## src/rtl/envpre_pkg.sv

```systemverilog
package envpre_pkg;

    localparam int STATE_W = 15;
    localparam int RATE_W  = 4;
    localparam int TAP_HI  = 14;
    localparam int TAP_LO  = 13;
    localparam int N_RATES = 1 << RATE_W;

    typedef logic [STATE_W-1:0] state_t;
    typedef logic [RATE_W-1:0]  rate_t;

    localparam state_t SEED = {STATE_W{1'b1}};

    typedef enum logic [0:0] {
        ST_RUN  = 1'b0,
        ST_STEP = 1'b1
    } phase_e;

    // Match state for each rate code
    function automatic state_t match_state(input rate_t r);
        state_t v;
        unique case (r)
            4'h0: v = 15'h7F00;
            4'h1: v = 15'h0006;
            4'h2: v = 15'h003C;
            4'h3: v = 15'h0330;
            4'h4: v = 15'h20C0;
            4'h5: v = 15'h6755;
            4'h6: v = 15'h3800;
            4'h7: v = 15'h500E;
            4'h8: v = 15'h1212;
            4'h9: v = 15'h0222;
            4'hA: v = 15'h1848;
            4'hB: v = 15'h59B8;
            4'hC: v = 15'h3840;
            4'hD: v = 15'h77E2;
            4'hE: v = 15'h7625;
            default: v = 15'h0A93;
        endcase
        return v;
    endfunction

    function automatic state_t shift_once(input state_t s);
        return {s[STATE_W-2:0], s[TAP_HI] ^ s[TAP_LO]};
    endfunction

endpackage

```

## src/rtl/envpre_lfsr.sv

```systemverilog
module envpre_lfsr
    import envpre_pkg::*;
(
    input  logic   clk,
    input  logic   rst,
    input  logic   load,
    input  logic   adv,
    output state_t state
);

    state_t state_q;
    state_t state_d;

    always_comb begin
        state_d = state_q;
        if (load) begin
            state_d = SEED;
        end else if (adv) begin
            state_d = shift_once(state_q);
        end
    end

    always_ff @(posedge clk) begin
        if (rst) begin
            state_q <= SEED;
        end else begin
            state_q <= state_d;
        end
    end

    assign state = state_q;

endmodule

```

## src/rtl/envpre_match.sv

```systemverilog
module envpre_match
    import envpre_pkg::*;
(
    input  rate_t  rate,
    input  state_t state,
    output logic   hit
);

    state_t target;
    logic [STATE_W-1:0] diff;

    always_comb begin
        target = match_state(rate);
    end

    genvar gi;
    generate
        for (gi = 0; gi < STATE_W; gi++) begin : g_bit
            assign diff[gi] = state[gi] ^ target[gi];
        end
    endgenerate

    assign hit = ~|diff;

endmodule

```

## src/rtl/envpre_ctrl.sv

```systemverilog
module envpre_ctrl
    import envpre_pkg::*;
(
    input  logic clk,
    input  logic rst,
    input  logic en,
    input  logic hit,
    output logic load,
    output logic adv,
    output logic tick
);

    phase_e cur_q;
    phase_e nxt;

    // Next-state selection
    always_comb begin
        nxt = cur_q;
        if (en) begin
            unique case (cur_q)
                ST_RUN:  nxt = hit ? ST_STEP : ST_RUN;
                ST_STEP: nxt = hit ? ST_STEP : ST_RUN;
                default: nxt = ST_RUN;
            endcase
        end
    end

    // State register
    always_ff @(posedge clk) begin
        if (rst) begin
            cur_q <= ST_RUN;
        end else begin
            cur_q <= nxt;
        end
    end

    // Outputs
    always_comb begin
        load = en & hit;
        adv  = en & ~hit;
        tick = (cur_q == ST_STEP);
    end

endmodule

```

## src/rtl/envpre_rate_prescaler.sv

```systemverilog
module envpre_rate_prescaler
    import envpre_pkg::*;
(
    input  logic       clk,
    input  logic       rst,
    input  logic       en,
    input  logic [3:0] rate,
    output logic       tick
);

    state_t lfsr_state;
    logic   hit;
    logic   load;
    logic   adv;

    envpre_lfsr u_lfsr (
        .clk   (clk),
        .rst   (rst),
        .load  (load),
        .adv   (adv),
        .state (lfsr_state)
    );

    envpre_match u_match (
        .rate  (rate),
        .state (lfsr_state),
        .hit   (hit)
    );

    envpre_ctrl u_ctrl (
        .clk  (clk),
        .rst  (rst),
        .en   (en),
        .hit  (hit),
        .load (load),
        .adv  (adv),
        .tick (tick)
    );

endmodule

```

## config.mk

```make
export PLATFORM = sky130hd
export DESIGN_NAME = envpre_rate_prescaler
export DESIGN_NICKNAME = d
export VERILOG_FILES = /design/src/rtl/envpre_pkg.sv /design/src/rtl/envpre_lfsr.sv /design/src/rtl/envpre_match.sv /design/src/rtl/envpre_ctrl.sv /design/src/rtl/envpre_rate_prescaler.sv
export SDC_FILE = /design/constraint.sdc
export NUM_CORES = 1
export LEC_CHECK = 0
export ABC_AREA = 1
export BUFFER_PORTS_ARGS = -buffer_cell sky130_fd_sc_hd__buf_2
export CAP_MARGIN = 20
export CORE_ASPECT_RATIO = 0.8
export CORE_MARGIN = 2
export CORE_UTILIZATION = 60
export DETAILED_ROUTE_END_ITERATION = 8
export PLACE_DENSITY = 0.88
export SYNTH_ARGS = -nofsm -noshare
export SYNTH_HDL_FRONTEND = slang
export SYNTH_SLANG_ARGS = --single-unit
```

## constraint.sdc

```tcl
create_clock -name clk -period 3.7 [get_ports clk]
set_input_delay 0.185 -clock clk [delete_from_list [all_inputs] [get_ports clk]]
set_output_delay 0.185 -clock clk [all_outputs]
set_load 0.02 [all_outputs]
```

==> flow_metrics.env <==
export IMPL_globalRoute_totalOverflow=0
export IMPL_cellLeakagePower_nw=0.868
export IMPL_worstPathRequired_ps=3940
export IMPL_wl_um=2830
export IMPL_layoutNonFillerInstCount=273
export IMPL_synth_top_area_share_pct=28.1
export IMPL_synth_ff_latch_count=16
export IMPL_die_w_um=57.5
export IMPL_period_needed_ps=1950
export IMPL_antenna_found_initial=0
export IMPL_status="completed"
export IMPL_grt_pass1_vias=1081
export IMPL_worst_endpoint_arrival_ps=2190
export IMPL_cts_tree="yes"
export IMPL_postCtsResizedCells=0
export IMPL_ports_placed_on_the_boundary=8
export IMPL_grt_use_total_pct=22.9
export IMPL_worst_setup_path_end_kind="flip-flop"
export IMPL_clk_transition_reported_paths_ps=80
export IMPL_synth_adder_area_share_pct=6.36
export IMPL_final_net_count=264
export IMPL_power_density_nw_per_um2=289
export IMPL_tightestPinTransition_ps=621
export IMPL_synth_cells=247
export IMPL_finalSetupTns_ps=0
export IMPL_yosys_area_share_xor_xnor_pct=1.27
export IMPL_syn_avg_cell_area_um2=5.57
export IMPL_max_freq_ghz=0.512
export IMPL_dp_hpwl_um=2130
export IMPL_via_per_inst=5.05
export IMPL_antennaDiodeCount=0
export IMPL_dp_cells=270
export IMPL_synth_sequential_area_ratio_pct=23.3
export IMPL_design_area_um2=1400
export IMPL_post_cts_repair_setup_buffers=0
export IMPL_design_die_area_um2=2700
export IMPL_async_flop_share_pct=0
export IMPL_drive_above_1_share_pct=8.87
export IMPL_post_synthesis_instance_area_um2=1380
export IMPL_synthDistinctLibCells=20
export IMPL_postPlaceCellArea_um2=1370
export IMPL_ir_worst_vdd_v=0.000248
export IMPL_floorplan_initialDensity_pct=63.8
export IMPL_antenna_violating_nets_post_route=0
export IMPL_synthesis_nets=261
export IMPL_worst_setup_path_start_kind="input pin"
export IMPL_route_vias_total=1379
export IMPL_max_slew_margin_pct=58.6
export IMPL_worst_hold_path_type="input pin to flip-flop"
export IMPL_detail_route_wl_per_cell_um=10.3
export IMPL_clockRootBuffer="clkbuf_4"
export IMPL_first_pass_iters=4
export IMPL_postCtsHoldBufs=0
export IMPL_combinational_family_with_the_most_area_after_synthesis="simple AND/OR/NAND/NOR gates"
export IMPL_grt_start_max_net_pins=19
export IMPL_post_route_fraction_of_the_period_consumed_by_the_critical_path_pct=52.8
export IMPL_synth_area_mux_share_pct=0
export IMPL_cts_path_max_buffers=2
export IMPL_area_grow_syn2layout_pct=1.45
export IMPL_tritoncts_num_sinks=16
export IMPL_buffer_ports_inserted=7
export IMPL_cts_buffers=3
export IMPL_chipHeight_um=46.8
export IMPL_drv_max_cap_violation_count=0
export IMPL_post_synth_most_frequent_cells="nand2_1 (103), nand3_1 (36), nor2_1 (35)"
export IMPL_timing_max_transition_violations_final=0
export IMPL_post_synthesis_compound_gate_area_fraction_pct=1.73
export IMPL_drc=0
export IMPL_core_rowCount=15
export IMPL_drt_first_iter_violations=80
export IMPL_synth_edff_count=0
export IMPL_post_synth_and_or_nand_nor_area_fraction_pct=55.0
export IMPL_total_of_warnings_raised_by_yosys=0
export IMPL_clk_latency_ps=290
export IMPL_post_synth_top_count_cell="nand2_1"
export IMPL_worstSetupPathType="input pin to flip-flop"
export IMPL_finalSetupViolations=0
export IMPL_fp_coreArea_um2=2160
export IMPL_routabilityCongestion=0.868
export IMPL_clk_skew_ps=2.46
export IMPL_rsz0062_at_grt="no"
export IMPL_yosysTopAreaCell="nand2_1"
export IMPL_ys_flop_type="dfxtp_1"
export IMPL_timing_critical_path_fanout_max=15
export IMPL_htreeDepth=1
export IMPL_final_hold_viol_count=0
export IMPL_grt_first_pass_wirelength_um=4760
export IMPL_synth_area_leaders="nand2_1 (28%), dfxtp_1 (23%), nand3_1 (13%), nor2_1 (9.5%), inv_1 (6.5%)"
## cell families (layout without fill, tap and decap cells)
| group | Yosys count | after routing |
|---|---|---|
| and+or+nand+nor | 182 | 182 |
| adders and majority gates | 7 | 7 |
| DFF | 16 | 16 |
| AOI/OAI and AO/OA | 4 | 4 |
| buffers and inverters | 36 | 37 |
| xor gates and xnor gates | 2 | 2 |
## power by group
group          switching [mW]  total, mW  leakage [nW]  internal, mW
Clock                  0.0517     0.0896        0.0138        0.0379
Combinational          0.0790      0.121         0.721        0.0419
Sequential            0.00929      0.193         0.133         0.184
## area by class of cell
class | instances | area [um^2]
inverter | 27 | 101
fill | 223 | 762
clock buffer | 3 | 22.5
tap | 25 | 31.3
multi-input combinational | 195 | 886
timing repair buffer | 7 | 35.0
sequential | 16 | 320
## layer usage
layer	global-route usage (%)	vias to the layer above	wire (um)
li1	-	755	-
met1	35.2	588	1510
met2	33.4	31	1120
met3	2.48	5	147
met4	6.98	0	41
met5	0	-	0
## sequential cells by signal (all words and copies together) (netlist names)
| register | flops |
|---|---|
| u_lfsr.state | 15 |
| u_ctrl.tick | 1 |
## stage by stage
| step | util [%] | setup WS, ps | hold slack (ps) | power, mW |
|---|---|---|---|---|
| detailed placement | 63.7 | 1520 | 443 | 0.316 |
| global placement | 63.7 | 1550 | 444 | 0.315 |
| floorplan | - | 1990 | 391 | 0.297 |
| CTS | 64.7 | 1790 | 186 | 0.405 |
| global route | 64.7 | 1520 | 234 | 0.433 |
| finish | 64.7 | 1750 | 186 | 0.403 |
## final timing paths
path	cells after the start	endpoint	from	slack, ps
worst max-delay path	15	u_lfsr.state[6]	rate[1]	1750
worst min-delay path	4	u_ctrl.tick	rst	190
worst min register to register	2	u_lfsr.state[7]	u_lfsr.state[6]	460
worst max register to register	9	u_lfsr.state[6]	u_lfsr.state[13]	2120
## critical path, stage by stage
cell and delay (ps):
buf_2 150, inv_1 120, ha_1 300, inv_1 50
nand2_1 110, nand3_1 160, nand2_1 110, nand2_1 50
nand2_1 50, nor2_1 40, nand2_1 60, nor2_2 50
a21oi_2 500, nand2_1 140, nand2_1 100
## placed cells by master (no fill, tap or decap)
cell type / n
a21oi_1: 1
ha_1: 7
nor2_2: 2
nand2_1: 103
a21oi_2: 1
nor2_1: 35
clkbuf_4: 3
nand3_1: 36
buf_2: 7
dfxtp_1: 16
nand2_2: 4
nand2_4: 1
o21ai_1: 1
xor2_1: 2
o21ai_0: 1
nand3_2: 1
inv_2: 3
inv_1: 24
Power figures use the tool's default switching activity.
